<file path="src/rtl/sbb_pkg.sv">
package sbb_pkg;
    typedef enum logic [1:0] {
        ST_IDLE   = 2'd0,
        ST_FIRST  = 2'd1,
        ST_SECOND = 2'd2,
        ST_FINISH = 2'd3
    } sbb_state_e;
endpackage

</file>
<file path="src/rtl/sbb_addr_gen.sv">
module sbb_addr_gen #(
    parameter int SEG_W   = 16,
    parameter int OFF_W   = 16,
    parameter int SHIFT   = 4,
    parameter int PADDR_W = 20
) (
    input  logic [SEG_W-1:0]   seg,
    input  logic [OFF_W-1:0]   off,
    output logic [PADDR_W-1:0] phys
);
    localparam int BASE_W = SEG_W + SHIFT;

    logic [BASE_W-1:0]  base_full;
    logic [PADDR_W-1:0] base_t;
    logic [PADDR_W-1:0] off_t;

    always_comb begin
        base_full = {seg, {SHIFT{1'b0}}};
        base_t    = PADDR_W'(base_full);
        off_t     = PADDR_W'(off);
        phys      = base_t + off_t;
    end
endmodule

</file>
<file path="src/rtl/sbb_lane_ctl.sv">
module sbb_lane_ctl #(
    parameter int BYTE_W = 8
) (
    input  logic                  active,
    input  logic                  word,
    input  logic                  a0,
    input  logic                  second,
    input  logic [2*BYTE_W-1:0]   wdata,
    input  logic [2*BYTE_W-1:0]   rdata,
    output logic                  en_even,
    output logic                  en_odd,
    output logic [2*BYTE_W-1:0]   wlane,
    output logic [BYTE_W-1:0]     pick
);
    localparam int DATA_W = 2 * BYTE_W;

    logic [BYTE_W-1:0] lo_b;
    logic [BYTE_W-1:0] hi_b;

    always_comb begin
        lo_b    = wdata[BYTE_W-1:0];
        hi_b    = wdata[DATA_W-1:BYTE_W];
        en_even = 1'b0;
        en_odd  = 1'b0;
        wlane   = '0;
        if (active) begin
            if (second) begin
                en_even = 1'b1;
                wlane   = {{BYTE_W{1'b0}}, hi_b};
            end else if (word && !a0) begin
                en_even = 1'b1;
                en_odd  = 1'b1;
                wlane   = wdata;
            end else if (a0) begin
                en_odd  = 1'b1;
                wlane   = {lo_b, {BYTE_W{1'b0}}};
            end else begin
                en_even = 1'b1;
                wlane   = {{BYTE_W{1'b0}}, lo_b};
            end
        end
        pick = en_odd ? rdata[DATA_W-1:BYTE_W] : rdata[BYTE_W-1:0];
    end
endmodule

</file>
<file path="src/rtl/seg_bank_bus.sv">
module seg_bank_bus
    import sbb_pkg::*;
#(
    parameter int SEG_W   = 16,
    parameter int OFF_W   = 16,
    parameter int SHIFT   = 4,
    parameter int PADDR_W = 20,
    parameter int BYTE_W  = 8
) (
    input  logic                clk,
    input  logic                rst_n,
    input  logic                req_valid,
    input  logic [SEG_W-1:0]    req_seg,
    input  logic [OFF_W-1:0]    req_off,
    input  logic                req_word,
    input  logic                req_write,
    input  logic                req_io,
    input  logic [2*BYTE_W-1:0] req_wdata,
    output logic [2*BYTE_W-1:0] rd_data,
    output logic                done,
    output logic [PADDR_W-1:0]  bus_addr,
    output logic                bus_en_even,
    output logic                bus_en_odd,
    output logic                bus_rd,
    output logic                bus_wr,
    output logic                bus_io,
    output logic [2*BYTE_W-1:0] bus_wdata,
    input  logic [2*BYTE_W-1:0] bus_rdata
);
    localparam int DATA_W = 2 * BYTE_W;

    sbb_state_e          state, state_nx;
    logic [PADDR_W-1:0]  req_phys;
    logic [PADDR_W-1:0]  cap_addr;
    logic                cap_word, cap_write, cap_io;
    logic [DATA_W-1:0]   cap_wdata;
    logic [DATA_W-1:0]   rd_q;
    logic                active, second, split;
    logic [DATA_W-1:0]   wlane;
    logic [BYTE_W-1:0]   pick;
    logic                en_even_i, en_odd_i;

    sbb_addr_gen #(
        .SEG_W(SEG_W), .OFF_W(OFF_W), .SHIFT(SHIFT), .PADDR_W(PADDR_W)
    ) u_addr (
        .seg(req_seg), .off(req_off), .phys(req_phys)
    );

    sbb_lane_ctl #(.BYTE_W(BYTE_W)) u_lane (
        .active(active), .word(cap_word), .a0(cap_addr[0]), .second(second),
        .wdata(cap_wdata), .rdata(bus_rdata),
        .en_even(en_even_i), .en_odd(en_odd_i), .wlane(wlane), .pick(pick)
    );

    assign split = cap_word && cap_addr[0];

    // next-state logic
    always_comb begin
        state_nx = state;
        unique case (state)
            ST_IDLE:   if (req_valid) state_nx = ST_FIRST;
            ST_FIRST:  state_nx = split ? ST_SECOND : ST_FINISH;
            ST_SECOND: state_nx = ST_FINISH;
            ST_FINISH: state_nx = ST_IDLE;
        endcase
    end

    // state register
    always_ff @(posedge clk) begin
        if (!rst_n) state <= ST_IDLE;
        else        state <= state_nx;
    end

    // request capture, only in ST_IDLE
    always_ff @(posedge clk) begin
        if (!rst_n) begin
            cap_addr  <= '0;
            cap_word  <= 1'b0;
            cap_write <= 1'b0;
            cap_io    <= 1'b0;
            cap_wdata <= '0;
        end else if (state == ST_IDLE && req_valid) begin
            cap_addr  <= req_phys;
            cap_word  <= req_word;
            cap_write <= req_write;
            cap_io    <= req_io;
            cap_wdata <= req_wdata;
        end
    end

    // read data assembly
    always_ff @(posedge clk) begin
        if (!rst_n) begin
            rd_q <= '0;
        end else if (!cap_write) begin
            if (state == ST_FIRST) begin
                if (cap_word && !cap_addr[0]) rd_q <= bus_rdata;
                else if (cap_word)            rd_q[BYTE_W-1:0] <= pick;
                else                          rd_q <= {{BYTE_W{1'b0}}, pick};
            end else if (state == ST_SECOND) begin
                rd_q[DATA_W-1:BYTE_W] <= pick;
            end
        end
    end

    // outputs
    always_comb begin
        active      = (state == ST_FIRST) || (state == ST_SECOND);
        second      = (state == ST_SECOND);
        bus_addr    = second ? (cap_addr + PADDR_W'(1)) : cap_addr;
        bus_rd      = active && !cap_write;
        bus_wr      = active && cap_write;
        bus_io      = active && cap_io;
        bus_en_even = en_even_i;
        bus_en_odd  = en_odd_i;
        bus_wdata   = (active && cap_write) ? wlane : '0;
        done        = (state == ST_FINISH);
        rd_data     = rd_q;
    end


    rd_wr_excl_chk: assert property (@(posedge clk) disable iff (!rst_n)
        !(bus_rd && bus_wr));

    en_needs_strobe_chk: assert property (@(posedge clk) disable iff (!rst_n)
        (bus_en_even || bus_en_odd) |-> (bus_rd || bus_wr));

    done_single_chk: assert property (@(posedge clk) disable iff (!rst_n)
        done |=> !done);

    second_addr_chk: assert property (@(posedge clk) disable iff (!rst_n)
        (state == ST_FIRST && split) |=>
            (bus_addr == PADDR_W'($past(bus_addr) + PADDR_W'(1))));

    byte_one_bank_chk: assert property (@(posedge clk) disable iff (!rst_n)
        ((bus_rd || bus_wr) && !cap_word) |->
            ($countones({bus_en_even, bus_en_odd}) == 1));

    busy_hold_chk: assert property (@(posedge clk) disable iff (!rst_n)
        (state != ST_IDLE) |=> $stable(cap_addr));

    split_first_odd_chk: assert property (@(posedge clk) disable iff (!rst_n)
        (state == ST_FIRST && split) |-> (bus_en_odd && !bus_en_even));
endmodule

</file>
<file path="config.mk">
export PLATFORM = sky130hd
export DESIGN_NAME = seg_bank_bus
export DESIGN_NICKNAME = d
export VERILOG_FILES = /design/src/rtl/sbb_pkg.sv /design/src/rtl/sbb_addr_gen.sv /design/src/rtl/sbb_lane_ctl.sv /design/src/rtl/seg_bank_bus.sv
export SDC_FILE = /design/constraint.sdc
export NUM_CORES = 1
export LEC_CHECK = 0
export BUFFER_PORTS_ARGS = -buffer_cell sky130_fd_sc_hd__buf_2
export CORE_MARGIN = 5
export CORE_UTILIZATION = 29
export CTS_CLUSTER_SIZE = 30
export DETAILED_ROUTE_END_ITERATION = 10
export GPL_TIMING_DRIVEN = 0
export MAX_ROUTING_LAYER = met4
export PLACE_DENSITY = 0.53
export SYNTH_ARGS = -nofsm -noshare
export SYNTH_HDL_FRONTEND = slang
export SYNTH_SLANG_ARGS = --single-unit
</file>
<file path="constraint.sdc">
create_clock -name clk -period 2.5 [get_ports clk]
set_input_delay 0.25 -clock clk [delete_from_list [all_inputs] [get_ports clk]]
set_output_delay 0.25 -clock clk [all_outputs]
set_load 0.01 [all_outputs]
</file>
==> impl_metrics.ini, run 1 <==
[synth]
yosysSeqAreaShare = 0.312
synth_area_leader_cell = dfxtp_1
yosys_warnings = 0
ys_top_cells_by_area = dfxtp_1 31%, nand2_1 10%, mux2i_1 6.8%
synth_flop_cell = dfxtp_1
synth.top_cells.by_count = 102 x nand2_1, 57 x dfxtp_1, 32 x nor2_1
synth_seq_cells = 57
ys_async_sr_fraction = 0
syn_area_mm2 = 0.00366
synth.top_cell.area_share = 0.312
synth.most_common_cell = nand2_1
synth.distinct_cells = 46
synthCells = 461
syn_nets = 550
syn_avg_cell_area_um2 = 7.94
synth-edff-count = 0

[grt]
grtUsageMet1 = 0.184
grt_use_met2 = 0.246
grt_pass1_wl_um = 17100
grt.busiest_layer = met2
grt_use_met3 = 0.0235
grt_max_degree = 11
first_global_vias = 3459
grt_overflow_total = 0
grt_use_total = 0.147
antenna_found_initial = 1

[clocking]
htreeDepth = 3
clock-sinks = 57
numCtsBuffers = 9
clk_pin_slew_worst_paths_ps = 50
clk_path_buf_depth = 2
hold_buffers = 0
clk_latency_ps = 320
cts_tree = yes
clock-root-buffer = clkbuf_16

[die]
core_area_mm2 = 0.0125
dieHeight_um = 122
initial_core_util = 0.292
top_level_ports = 128
dieArea_mm2 = 0.0150
die_x_um = 122
num_rows = 41

[detailed_routing]
via_per_inst = 4.74
ant_nets = 0
drtIter0Drc = 165
num_vias = 3687
drc = 0
wl_per_cell_um = 14.2
first_pass_iters = 4
wl_um = 11000

[run]
maxCapViolCount = 0

[power]
ir_worst_vdd_mv = 0.370
leakagePower_nw = 2.36
p_comb_frac = 0.390
intPower_mw = 2.65
p_sw_frac = 0.368
power_per_cell_area_mw_per_mm2 = 861
pwr-share-seq = 0.319
p_clk_frac = 0.291
p_sw_mw = 1.54

[sta]
worst_slew_pin_slew_ps = 551
fin_crit_sh = 0.940
rsz0062_at_grt = false
clock-skew-final_ps = 6.22
setup_tns_ps = 0
slew-limit-headroom = 0.633
layout_setup_ws_ps = 149
fin_crit_ps = 2350
clock.fmax_ghz = 0.425
setup_viol = 0
finalHoldViolCount = 0
slew_viol_final = 0

[worst_setup_path]
required_ps = 2250
crit_type = reg -> out
slowest_stage = dfxtp_1
cp-start-kind = register
path_cells = clkbuf_1 -> nand3_1 -> nor3_4 -> and3_2 -> nand4_1 -> xnor2_1 -> buf_2
crit_path_max_fanout = 8
crit_buf_inv = 2
arrival_ps = 2100
critical-path-max-stage-delay_ps = 330
cp_top_family = simple AND/OR/NAND/NOR gates
end_kind = output port

[finish]
drive_above_1_share = 0.261
syn2layout_area_growth_pct = 32.8
utilization = 0.389
final_net_count = 690

[placed_design]
pre_cts_slack_ps = 87.7
place_congestion = 0.816
hpwl_um = 8840
io_buffers = 127

[run_status]
status = finished, final reports clean

[worst_hold_path]
hp-class = in -> reg
[routing by layer]
metal,vias to the layer above,part of all wire
li1,1896,-
met1,1676,0.47
met2,104,0.47
met3,11,0.047
met4,0,0.013
met5,-,0
[layout by cell type, fill, tap and decap left out, drive strengths merged, types with 2 or more instances in the layout]
| master | n |
|---|---|
| a211o | 2 |
| a21boi | 27 |
| a21o | 3 |
| a21oi | 25 |
| and2 | 11 |
| and3 | 5 |
| buf | 134 |
| clkbuf | 34 |
| clkinv | 2 |
| dfxtp | 57 |
| ha | 18 |
| inv | 8 |
| mux2i | 25 |
| nand2 | 102 |
| nand2b | 2 |
| nand3 | 13 |
| nand4 | 9 |
| nor2 | 32 |
| nor2b | 5 |
| nor3b | 2 |
| o211a | 17 |
| o211ai | 10 |
| o21ai | 15 |
| xnor2 | 20 |
| xor2 | 10 |
[per-stage QoR]
stage,std cells,instance area [um2],hold slack [ps],total power [mW]
after floorplan,461,3660,395,2.39
after global placement,760,4510,452,2.96
after detailed placement,760,4510,463,2.99
after CTS,775,4830,176,4.22
after global routing,778,4860,194,4.47
final,778,4860,182,4.19
[final timing paths]
path / from / to / slack [ps] / depth (start not counted)
worst min register to register: cap_io / cap_io / 460 / 2
worst max-delay path: cap_addr[0] / bus_addr[15] / 150 / 7
worst min-delay path: req_wdata[0] / cap_wdata[0] / 180 / 3
worst max register to register: state[1] / rd_data[15] / 320 / 8
[cell type report]
class                      count  area [um2]
clock buffer                  12         256
inverter                       8        30.0
tap                          172         215
timing repair buffer         130         658
antenna                        1        2.50
fill                        1349        7650
multi-input combinational    369        2420
clock inverter                 3        40.0
sequential                    57        1140
buffer                        26         101
[flip-flops by register name, summed over array words and instances (netlist names)]
signal     count
cap_addr      20
cap_io         1
cap_wdata     16
cap_word       1
cap_write      1
rd_data       16
state          2
[power groups by stage]
stage / logic [mW] / clock network (mW) / registers [mW]
finish: 1.63 / 1.22 / 1.33
global route: 1.82 / 1.28 / 1.37
CTS: 1.65 / 1.24 / 1.33
detailed placement: 1.65 / 0 / 1.35
global placement: 1.63 / 0 / 1.33
floorplan: 1.02 / 0 / 1.37
[cell families after synthesis]
family          synth area share
fa+ha+maj                 0.0670
xor+xnor                  0.0718
mux                       0.0714
flops                      0.312
simple gates               0.221
buf+inv                   0.0366
compound gates             0.221
[repair_timing]
item | CTS | global route
setup buffers | 1 | 2
pin swaps | 1 | 1
endpoints found under the setup margin | 19 | 6
endpoints found under the hold margin | 0 | 0
gates resized for setup | 5 | 4
[tightest hold or removal path, stage by stage]
cell and delay [ps]:
buf_2 100, nand2_1 40, a21boi_0 60
(Power assumes the default switching activity.)
==> inputs of run 2 (changes only) <==
Settings changed: PLACE_DENSITY 0.53 to default.
==> run 2 against run 1 <==
  * Maximum frequency up 0.66%
  * Clock power is 7% lower
  * Hold slack got worse by 7.2 ps
  * Count of clock-buffer cells in the layout increased by 1
  * Sequential power about the same
  * Critical path type unchanged
  * Critical endpoint is now bus_wdata[0]
==> impl_metrics.ini, run 2 (synthesis gave the netlist of run 1 again) <==
[run_status]
status = finished, final reports clean

[worst_setup_path]
ff2ff_setup_slack_ps = 360
r2r_end = rd_data[15]
arrival_ps = 2090
required_ps = 2250
crit_type = reg -> out
cp-start-kind = register
reg2reg_depth = 8
setup.worst_path.start = state[1]
end_kind = output port
crit_path_max_fanout = 8
crit_path_end = bus_wdata[0]
timing.rr.start = state[1]

[placed_design]
io_buffers = 127
pre_cts_slack_ps = 57.2
hpwl_um = 8830
place_congestion = 0.863
place_inst = 760
dpl_cell_area_mm2 = 0.00451

[sta]
fin_crit_sh = 0.934
setup_viol = 0
slew-limit-headroom = 0.489
clock-skew-final_ps = 2.30
rsz0062_at_grt = false
setup_tns_ps = 0
clock.fmax_ghz = 0.428
layout_setup_ws_ps = 164
finalHoldViolCount = 0
worst_slew_pin_slew_ps = 766
fin_crit_ps = 2340
slew_viol_final = 0

[finish]
most-common-layout-cells = 129 x buf_2, 102 x nand2_1, 57 x dfxtp_1
diodes = 0
final_net_count = 688
layout_commonest_cell = buf_2
largest_reg_flops = 20
syn2layout_area_growth_pct = 32.0
finalInstanceArea_mm2 = 0.00483
fin_cells = 776
regMostFlops = cap_addr
drive_above_1_share = 0.258

[detailed_routing]
wl_per_cell_um = 14.2
via_per_inst = 4.77
first_pass_iters = 4
drc = 0
wl_um = 11000
drtIter0Drc = 222
ant_nets = 0
num_vias = 3705

[grt]
grt_max_degree = 11
antenna_found_initial = 0
first_global_vias = 3590
grt_overflow_total = 0
grt_use_total = 0.153
grt_pass1_wl_um = 17700

[power]
intPower_mw = 2.55
pwr-share-seq = 0.327
power_per_cell_area_mw_per_mm2 = 849
p_clk_frac = 0.274
p_sw_frac = 0.378
p_sw_mw = 1.55
totalPowerFinal_mw = 4.10
p_comb_frac = 0.398
ir_worst_vdd_mv = 0.318
leakagePower_nw = 2.35

[die]
initial_core_util = 0.292
num_rows = 41
die_x_um = 122
dieHeight_um = 122
dieArea_mm2 = 0.0150
top_level_ports = 128
core_area_mm2 = 0.0125

[clocking]
htreeDepth = 3
hold_buffers = 0
cts_tree = yes
numCtsBuffers = 9
clock-root-buffer = clkbuf_16
clock-sinks = 57
clk_latency_ps = 330
clk_pin_slew_worst_paths_ps = 50
clk_path_buf_depth = 2

[run]
maxCapViolCount = 0

[worst_hold_path]
hp-class = in -> reg
==> run 2: worst min path at each step <==
| stage | from | slack [ps] | endpoint | cells past startpoint |
|---|---|---|---|---|
| after floorplan | req_off[0] | 390 | cap_addr[0] | 2 |
| after global placement | cap_io | 450 | cap_io | 2 |
| after detailed placement | cap_wdata[5] | 480 | cap_wdata[5] | 2 |
| after CTS | req_write | 160 | cap_write | 3 |
| after global routing | req_wdata[12] | 190 | cap_wdata[12] | 3 |
| final | req_wdata[7] | 170 | cap_wdata[7] | 3 |
==> run 2: final cells by class <==
class / count / area (um2)
fillers: 1362 / 7690
multi-input cells: 369 / 2420
flip-flops and latches: 57 / 1140
repair buffers: 128 / 643
clock buffers: 13 / 260
well taps: 172 / 215
plain buffers: 26 / 101
inverters: 8 / 30.0
clock inverters: 3 / 15.0
==> run 2: through the flow <==
stage / hold WS (ps) / util
after floorplan: 395 / -
after detailed placement: 476 / 0.360
after global routing: 185 / 0.386
final: 175 / 0.386
after global placement: 450 / 0.360
after CTS: 164 / 0.385
==> run 2: per-layer routing <==
metal	GRT usage	vias to the layer above	wire length, um
met5	-	-	0
met4	0.0448	0	179
met3	0.0392	15	738
met2	0.245	114	5100
met1	0.191	1697	5020
li1	-	1879	-
==> run 2: power by group through the flow <==
stage	logic, mW	registers (mW)	clock network [mW]
3_3_place_gp	1.61	1.34	0
2_1_floorplan	1.02	1.37	0
4_1_cts	1.65	1.34	1.15
6_report	1.63	1.34	1.13
5_1_grt	1.85	1.38	1.19
3_5_place_dp	1.64	1.36	0
==> run 2: worst max-delay path, stage by stage (launching register included) <==
cell	delay [ps]
dfxtp_1	430
inv_1	120
ha_1	400
and2_1	210
nand2_1	230
nor2_1	200
buf_2	150
==> run 2: repair_timing <==
item                                    in CTS  in global routing
pin swaps                                    1                  0
endpoints found under the setup margin      18                 15
hold endpoints to repair                     0                  0
setup buffers                                1                  0
resized for setup                            5                  5
